<file path="src/rtl/kpd_pkg.sv">
package kpd_pkg;
   typedef enum logic [2:0] {
      ST_REL_SCAN = 3'd0,
      ST_REL_WAIT = 3'd1,
      ST_REL_CHK  = 3'd2,
      ST_PRS_SCAN = 3'd3,
      ST_PRS_WAIT = 3'd4,
      ST_PRS_CHK  = 3'd5
   } kpd_state_e;

   function automatic logic is_scan_state(input kpd_state_e s);
      return (s == ST_REL_SCAN) || (s == ST_REL_CHK) ||
             (s == ST_PRS_SCAN) || (s == ST_PRS_CHK);
   endfunction
endpackage

</file>
<file path="src/rtl/kpd_sync.sv">
module kpd_sync #(
   parameter int               WIDTH   = 4,
   parameter int               STAGES  = 2,
   parameter logic [WIDTH-1:0] RST_VAL = '1
) (
   input  logic             clk,
   input  logic             rst_n,
   input  logic [WIDTH-1:0] d,
   output logic [WIDTH-1:0] q
);
   for (genvar s = 0; s < STAGES; s++) begin : g_stg
      logic [WIDTH-1:0] r;
      if (s == 0) begin : g_first
         always_ff @(posedge clk or negedge rst_n)
            if (!rst_n) r <= RST_VAL;
            else        r <= d;
      end else begin : g_next
         always_ff @(posedge clk or negedge rst_n)
            if (!rst_n) r <= RST_VAL;
            else        r <= g_stg[s-1].r;
      end
   end
   assign q = g_stg[STAGES-1].r;
endmodule

</file>
<file path="src/rtl/kpd_prienc.sv">
module kpd_prienc #(
   parameter int WIDTH = 4,
   localparam int IDX_W = $clog2(WIDTH)
) (
   input  logic [WIDTH-1:0] req,
   output logic             any,
   output logic [IDX_W-1:0] idx
);
   always_comb begin
      idx = '0;
      for (int i = WIDTH - 1; i >= 0; i--)
         if (req[i]) idx = IDX_W'(i);
   end
   assign any = |req;
endmodule

</file>
<file path="src/rtl/kpd_timer.sv">
module kpd_timer #(
   parameter int CYCLES = 8,
   localparam int CW = (CYCLES > 1) ? $clog2(CYCLES) : 1
) (
   input  logic clk,
   input  logic rst_n,
   input  logic run,
   output logic done
);
   logic [CW-1:0] cnt_q;

   assign done = run && (cnt_q == CW'(CYCLES - 1));

   always_ff @(posedge clk or negedge rst_n)
      if (!rst_n)            cnt_q <= '0;
      else if (!run || done) cnt_q <= '0;
      else                   cnt_q <= cnt_q + 1'b1;
endmodule

</file>
<file path="src/rtl/kpd_scanner.sv">
module kpd_scanner
   import kpd_pkg::*;
#(
   parameter int ROWS            = 4,
   parameter int COLS            = 4,
   parameter int SYNC_STAGES     = 2,
   parameter int DEBOUNCE_CYCLES = 250000
) (
   input  logic                                 clk,
   input  logic                                 rst_n,
   input  logic [ROWS-1:0]                      row_n,
   output logic [COLS-1:0]                      col_n,
   output logic [$clog2(COLS)+$clog2(ROWS)-1:0] key_code,
   output logic                                 key_valid
);
   localparam int ROW_W  = $clog2(ROWS);
   localparam int COL_W  = $clog2(COLS);
   localparam int CODE_W = COL_W + ROW_W;
   localparam int DWELL  = SYNC_STAGES + 1;

   if (SYNC_STAGES < 2) begin : g_bad_sync
      $error("kpd_scanner: SYNC_STAGES must be at least 2");
   end
   if (DEBOUNCE_CYCLES < 2) begin : g_bad_deb
      $error("kpd_scanner: DEBOUNCE_CYCLES must be at least 2");
   end
   if (ROWS < 2 || (ROWS & (ROWS - 1)) != 0) begin : g_bad_rows
      $error("kpd_scanner: ROWS must be a power of two");
   end
   if (COLS < 2 || (COLS & (COLS - 1)) != 0) begin : g_bad_cols
      $error("kpd_scanner: COLS must be a power of two");
   end

   kpd_state_e        state_q, state_d;
   logic [COL_W-1:0]  col_q;
   logic [CODE_W-1:0] cand_q, code_q;
   logic              valid_q;

   logic [ROWS-1:0]   rows_s;
   logic              row_any;
   logic [ROW_W-1:0]  row_idx;
   logic              dwell_done, deb_done;
   logic              scanning, waiting, sample, hit, scan_end, wait_end;
   logic              enter_scan, confirm;
   logic [CODE_W-1:0] hit_code;

   kpd_sync #(.WIDTH(ROWS), .STAGES(SYNC_STAGES), .RST_VAL('1)) u_sync (
      .clk(clk), .rst_n(rst_n), .d(row_n), .q(rows_s)
   );

   kpd_prienc #(.WIDTH(ROWS)) u_enc (
      .req(~rows_s), .any(row_any), .idx(row_idx)
   );

   kpd_timer #(.CYCLES(DWELL)) u_dwell (
      .clk(clk), .rst_n(rst_n), .run(scanning), .done(dwell_done)
   );

   kpd_timer #(.CYCLES(DEBOUNCE_CYCLES)) u_deb (
      .clk(clk), .rst_n(rst_n), .run(waiting), .done(deb_done)
   );

   assign scanning = is_scan_state(state_q);
   assign waiting  = (state_q == ST_REL_WAIT) || (state_q == ST_PRS_WAIT);
   assign sample   = scanning && dwell_done;
   assign hit      = sample && row_any;
   assign scan_end = sample && (row_any || (col_q == COL_W'(COLS - 1)));
   assign wait_end = waiting && deb_done;
   assign hit_code = {col_q, row_idx};
   assign confirm  = (state_q == ST_PRS_CHK) && hit && (hit_code == cand_q);

   always_comb begin
      state_d = state_q;
      unique case (state_q)
         ST_REL_SCAN: if (scan_end) state_d = hit ? ST_REL_SCAN : ST_REL_WAIT;
         ST_REL_WAIT: if (wait_end) state_d = ST_REL_CHK;
         ST_REL_CHK:  if (scan_end) state_d = hit ? ST_REL_SCAN : ST_PRS_SCAN;
         ST_PRS_SCAN: if (scan_end) state_d = hit ? ST_PRS_WAIT : ST_PRS_SCAN;
         ST_PRS_WAIT: if (wait_end) state_d = ST_PRS_CHK;
         ST_PRS_CHK:  if (scan_end) state_d = confirm ? ST_REL_SCAN : ST_PRS_SCAN;
         default:     state_d = ST_REL_SCAN;
      endcase
   end

   assign enter_scan = (scan_end || wait_end) && is_scan_state(state_d);

   always_ff @(posedge clk or negedge rst_n)
      if (!rst_n) begin
         state_q <= ST_REL_SCAN;
         col_q   <= '0;
         cand_q  <= '0;
         code_q  <= '0;
         valid_q <= 1'b0;
      end else begin
         state_q <= state_d;
         if (enter_scan)
            col_q <= '0;
         else if (sample && !scan_end)
            col_q <= col_q + 1'b1;
         if (state_q == ST_PRS_SCAN && hit)
            cand_q <= hit_code;
         if (confirm)
            code_q <= hit_code;
         valid_q <= confirm;
      end

   for (genvar c = 0; c < COLS; c++) begin : g_col
      assign col_n[c] = (col_q != COL_W'(c));
   end

   assign key_code  = code_q;
   assign key_valid = valid_q;
endmodule

</file>
<file path="config.mk">
export PLATFORM = sky130hd
export DESIGN_NAME = kpd_scanner
export DESIGN_NICKNAME = d
export VERILOG_FILES = /design/src/rtl/kpd_pkg.sv /design/src/rtl/kpd_sync.sv /design/src/rtl/kpd_prienc.sv /design/src/rtl/kpd_timer.sv /design/src/rtl/kpd_scanner.sv
export SDC_FILE = /design/constraint.sdc
export NUM_CORES = 1
export LEC_CHECK = 0
export ABC_AREA = 1
export BUFFER_PORTS_ARGS = -buffer_cell sky130_fd_sc_hd__buf_2
export CAP_MARGIN = 20
export CELL_PAD_IN_SITES_DETAIL_PLACEMENT = 1
export CELL_PAD_IN_SITES_GLOBAL_PLACEMENT = 1
export CORE_ASPECT_RATIO = 0.9
export CORE_MARGIN = 5
export CORE_UTILIZATION = 47
export CTS_BUF_LIST = sky130_fd_sc_hd__clkbuf_4
export DETAILED_ROUTE_END_ITERATION = 8
export PLACE_DENSITY_LB_ADDON = 0.1
export SYNTH_ARGS = -nofsm -noshare
export SYNTH_HDL_FRONTEND = slang
export SYNTH_HIERARCHICAL = 1
export SYNTH_SLANG_ARGS = --single-unit
</file>
<file path="constraint.sdc">
create_clock -name clk -period 2.2 [get_ports clk]
set_input_delay 0.33 -clock clk [delete_from_list [all_inputs] [get_ports clk]]
set_output_delay 0.33 -clock clk [all_outputs]
set_load 0.05 [all_outputs]
</file>
==> results.toml <==
[global_routing]
grt_max_degree = 43
grt_antenna_before_repair = 0
track_usage_pct = 17.8
grt_overflow = 0
first_global_vias = 1939
grt_util_met1_pct = 27.0
use_met2_pct = 25.4
busiest_layer = "met1"
gr-usage-met3_pct = 4.03
grt_pass1_wl_microns = 9470

[min_path]
min_path_type = "in -> async"

[worst_setup_path]
required_ns = 2.50
r2r-start = "state_q[0]"
worst_setup_path_end_kind = "flop"
crit_type = "reg -> reg"
cp-start-kind = "flop"
crit_arrival_ns = 2.27
critPathMaxFanout = 9
rr_worst_depth = 11
reg2reg_slack_ns = 0.23
reg2reg_to = "col_q[1]"

[placed_design]
placed_area_sq_um = 2510
numPortBuffers = 14
dp_hpwl_microns = 3830
gp_congestion = 0.816

[finish]
n_antenna_cell = 0
final_common_cell = "nand2_1"
final_cell_mix = "nand2_1 (72), inv_1 (43), dfrtp_1 (33), nor2_1 (25), nor2_2 (18)"
num-nets-final = 327
multiInputGateArea_sq_um = 1100
regArea_sq_um = 1060
syn_to_final_growth_pct = 8.49
stdcell_area_sq_um = 2590
drive_gt1_share_pct = 26.3
fill_cells = 610

[yosys]
synth-simple-area-share_pct = 33.6
ys_warn_count = 6
synth_area_sq_um = 2390
ys_types = 29
synth.avg_cell_area_sq_um = 8.15
synthMuxAreaShare_pct = 0
ys_seq_area_share_pct = 44.4
ys_top_cells_by_area = "dfrtp_1 (36%), nand2_1 (11%), dfstp_2 (8.8%), inv_1 (6.8%), nor2_2 (4.5%)"
synth_compound_area_share_pct = 5.35
ys_ff_latch = 42
synth_top_area_share_pct = 35.6
syn_inst = 293
syn-num-nets = 305
yosys.area.top_type = "dfrtp_1"
yosys.area_share.xor_xnor_pct = 3.30
synth_top_family_by_area = "simple AND/OR/NAND/NOR gates"
synth_adder_area_share_pct = 3.14

[sta]
fin_crit_sh_pct = 89.4
relSlewSlack_pct = 64.4
setup_violations = 0
drv_slew = 0
holdWs_ns = 0.0133
fmax_ghz = 0.509
hold_violations = 0
finClkSkew_ns = 0.00786
worst_pin_slew_ns = 0.534
period_needed_ns = 1.97

[clock_network]
htree_levels = 2
cts.clk_slew.worst_paths_ns = 0.14
cts.path.max_buffers = 2
cts_sinks = 42
clk_latency_ns = 0.36
cts_buffers = 5
clockRootBuffer = "clkbuf_4"
cts_hold_buf = 0
cts_tree = "built"

[floorplan]
die_area_sq_um = 6610
ios = 15
core_sq_um = 4890
die_y_microns = 77.6
fp-row-count = 24
die_x_microns = 85.1
start_util_pct = 48.8

[routing]
vias = 1855
drt-vias-per-instance = 4.87
drc = 0
drtPass1Iterations = 4
wl_per_cell_microns = 13.8
drt-initial-drc-count = 34
ant_nets = 0
wl_microns = 5260

[power_and_ir_drop]
p_leak_nw = 1.24
ir_worst_vdd_v = 0.000472
powerDensity_nw_per_um2 = 639

[run_status]
status = "complete, no violations"

[job]
drv_cap = 0
[metal layers]
layer | up-vias | routed length, microns | part of all wire [%]
li1 | 944 | - | -
met1 | 888 | 2780 | 53
met2 | 19 | 2270 | 43
met3 | 4 | 166 | 3.2
met4 | 0 | 42 | 0.80
met5 | - | 0 | 0
[per-stage QoR]
stage | TNS (ns) | util, % | std cells | setup slack, ns | power, mW
finish | 0 | 52.9 | 381 | 0.234 | 1.66
global route | -0.00559 | 52.9 | 381 | -0.00559 | 1.78
CTS | 0 | 52.3 | 379 | 0.138 | 1.68
detailed placement | 0 | 51.2 | 371 | 0.187 | 1.27
global placement | 0 | 51.2 | 371 | 0.271 | 1.26
floorplan | 0 | - | 293 | 0.364 | 1.20
[sequential cells by signal, summed over array words and instances (netlist names)]
register / count
cand_q: 4
col_q: 2
key_code: 4
key_valid: 1
state_q: 3
u_deb/cnt_q: 18
u_dwell/cnt_q: 2
u_sync/g_stg.r: 4
u_sync/q: 4
[cells by family (layout without fill, tap and decap cells)]
family / after synthesis / count (layout)
flops: 42 / 42
xor+xnor: 9 / 9
buf+inv: 54 / 77
compound gates: 21 / 21
simple gates: 161 / 161
fa+ha+maj: 6 / 6
[power by group]
part	total [mW]	internal, mW	switching (mW)
Sequential	0.918	0.846	0.0724
Combinational	0.338	0.121	0.217
Clock	0.399	0.119	0.280
[cell usage after synthesis, drive strengths merged]
library cell / n
nand2: 85
inv: 49
nor2: 45
dfrtp: 34
nand3: 19
o21ai: 10
nand4: 9
dfstp: 8
xor2: 7
a21oi: 6
ha: 6
buf: 4
o21bai: 3
nor3: 2
xnor2: 2
a22oi: 1
clkinv: 1
nor3b: 1
o22ai: 1
[what timing repair did]
action                     CTS  global route
gates resized for setup      0             4
setup endpoints to repair    0             2
buffers inserted             0             2
[worst max path at each step]
stage	from	to	slack (ns)	cells past startpoint
floorplan	state_q[1]	col_q[0]	0.36	12
global placement	u_sync/q[2]	col_q[1]	0.27	18
detailed placement	u_sync/q[2]	col_q[1]	0.19	18
finish	state_q[0]	col_q[1]	0.23	11
global route	state_q[1]	col_q[1]	-0.006	13
CTS	u_sync/q[2]	col_q[1]	0.14	18
[critical path, stage by stage, from the launching register on]
cell and delay, ns:
dfrtp_1 0.47, nand2_1 0.17, nand2_2 0.09, nand2_2 0.09
nand2_1 0.05, inv_1 0.07, nand2_2 0.06, nor2_2 0.18
nand3_1 0.34, nand3_4 0.19, nand2_2 0.07, a21oi_1 0.12
[final cells by class]
class | instances | area share (%)
flip-flops and latches | 42 | 41.0
well taps | 65 | 3.14
clock buffers | 5 | 1.45
inverters | 50 | 7.25
clock inverters | 3 | 0.628
repair buffers | 19 | 4.15
multi-input cells | 197 | 42.4
Power figures use the tool's default switching activity.
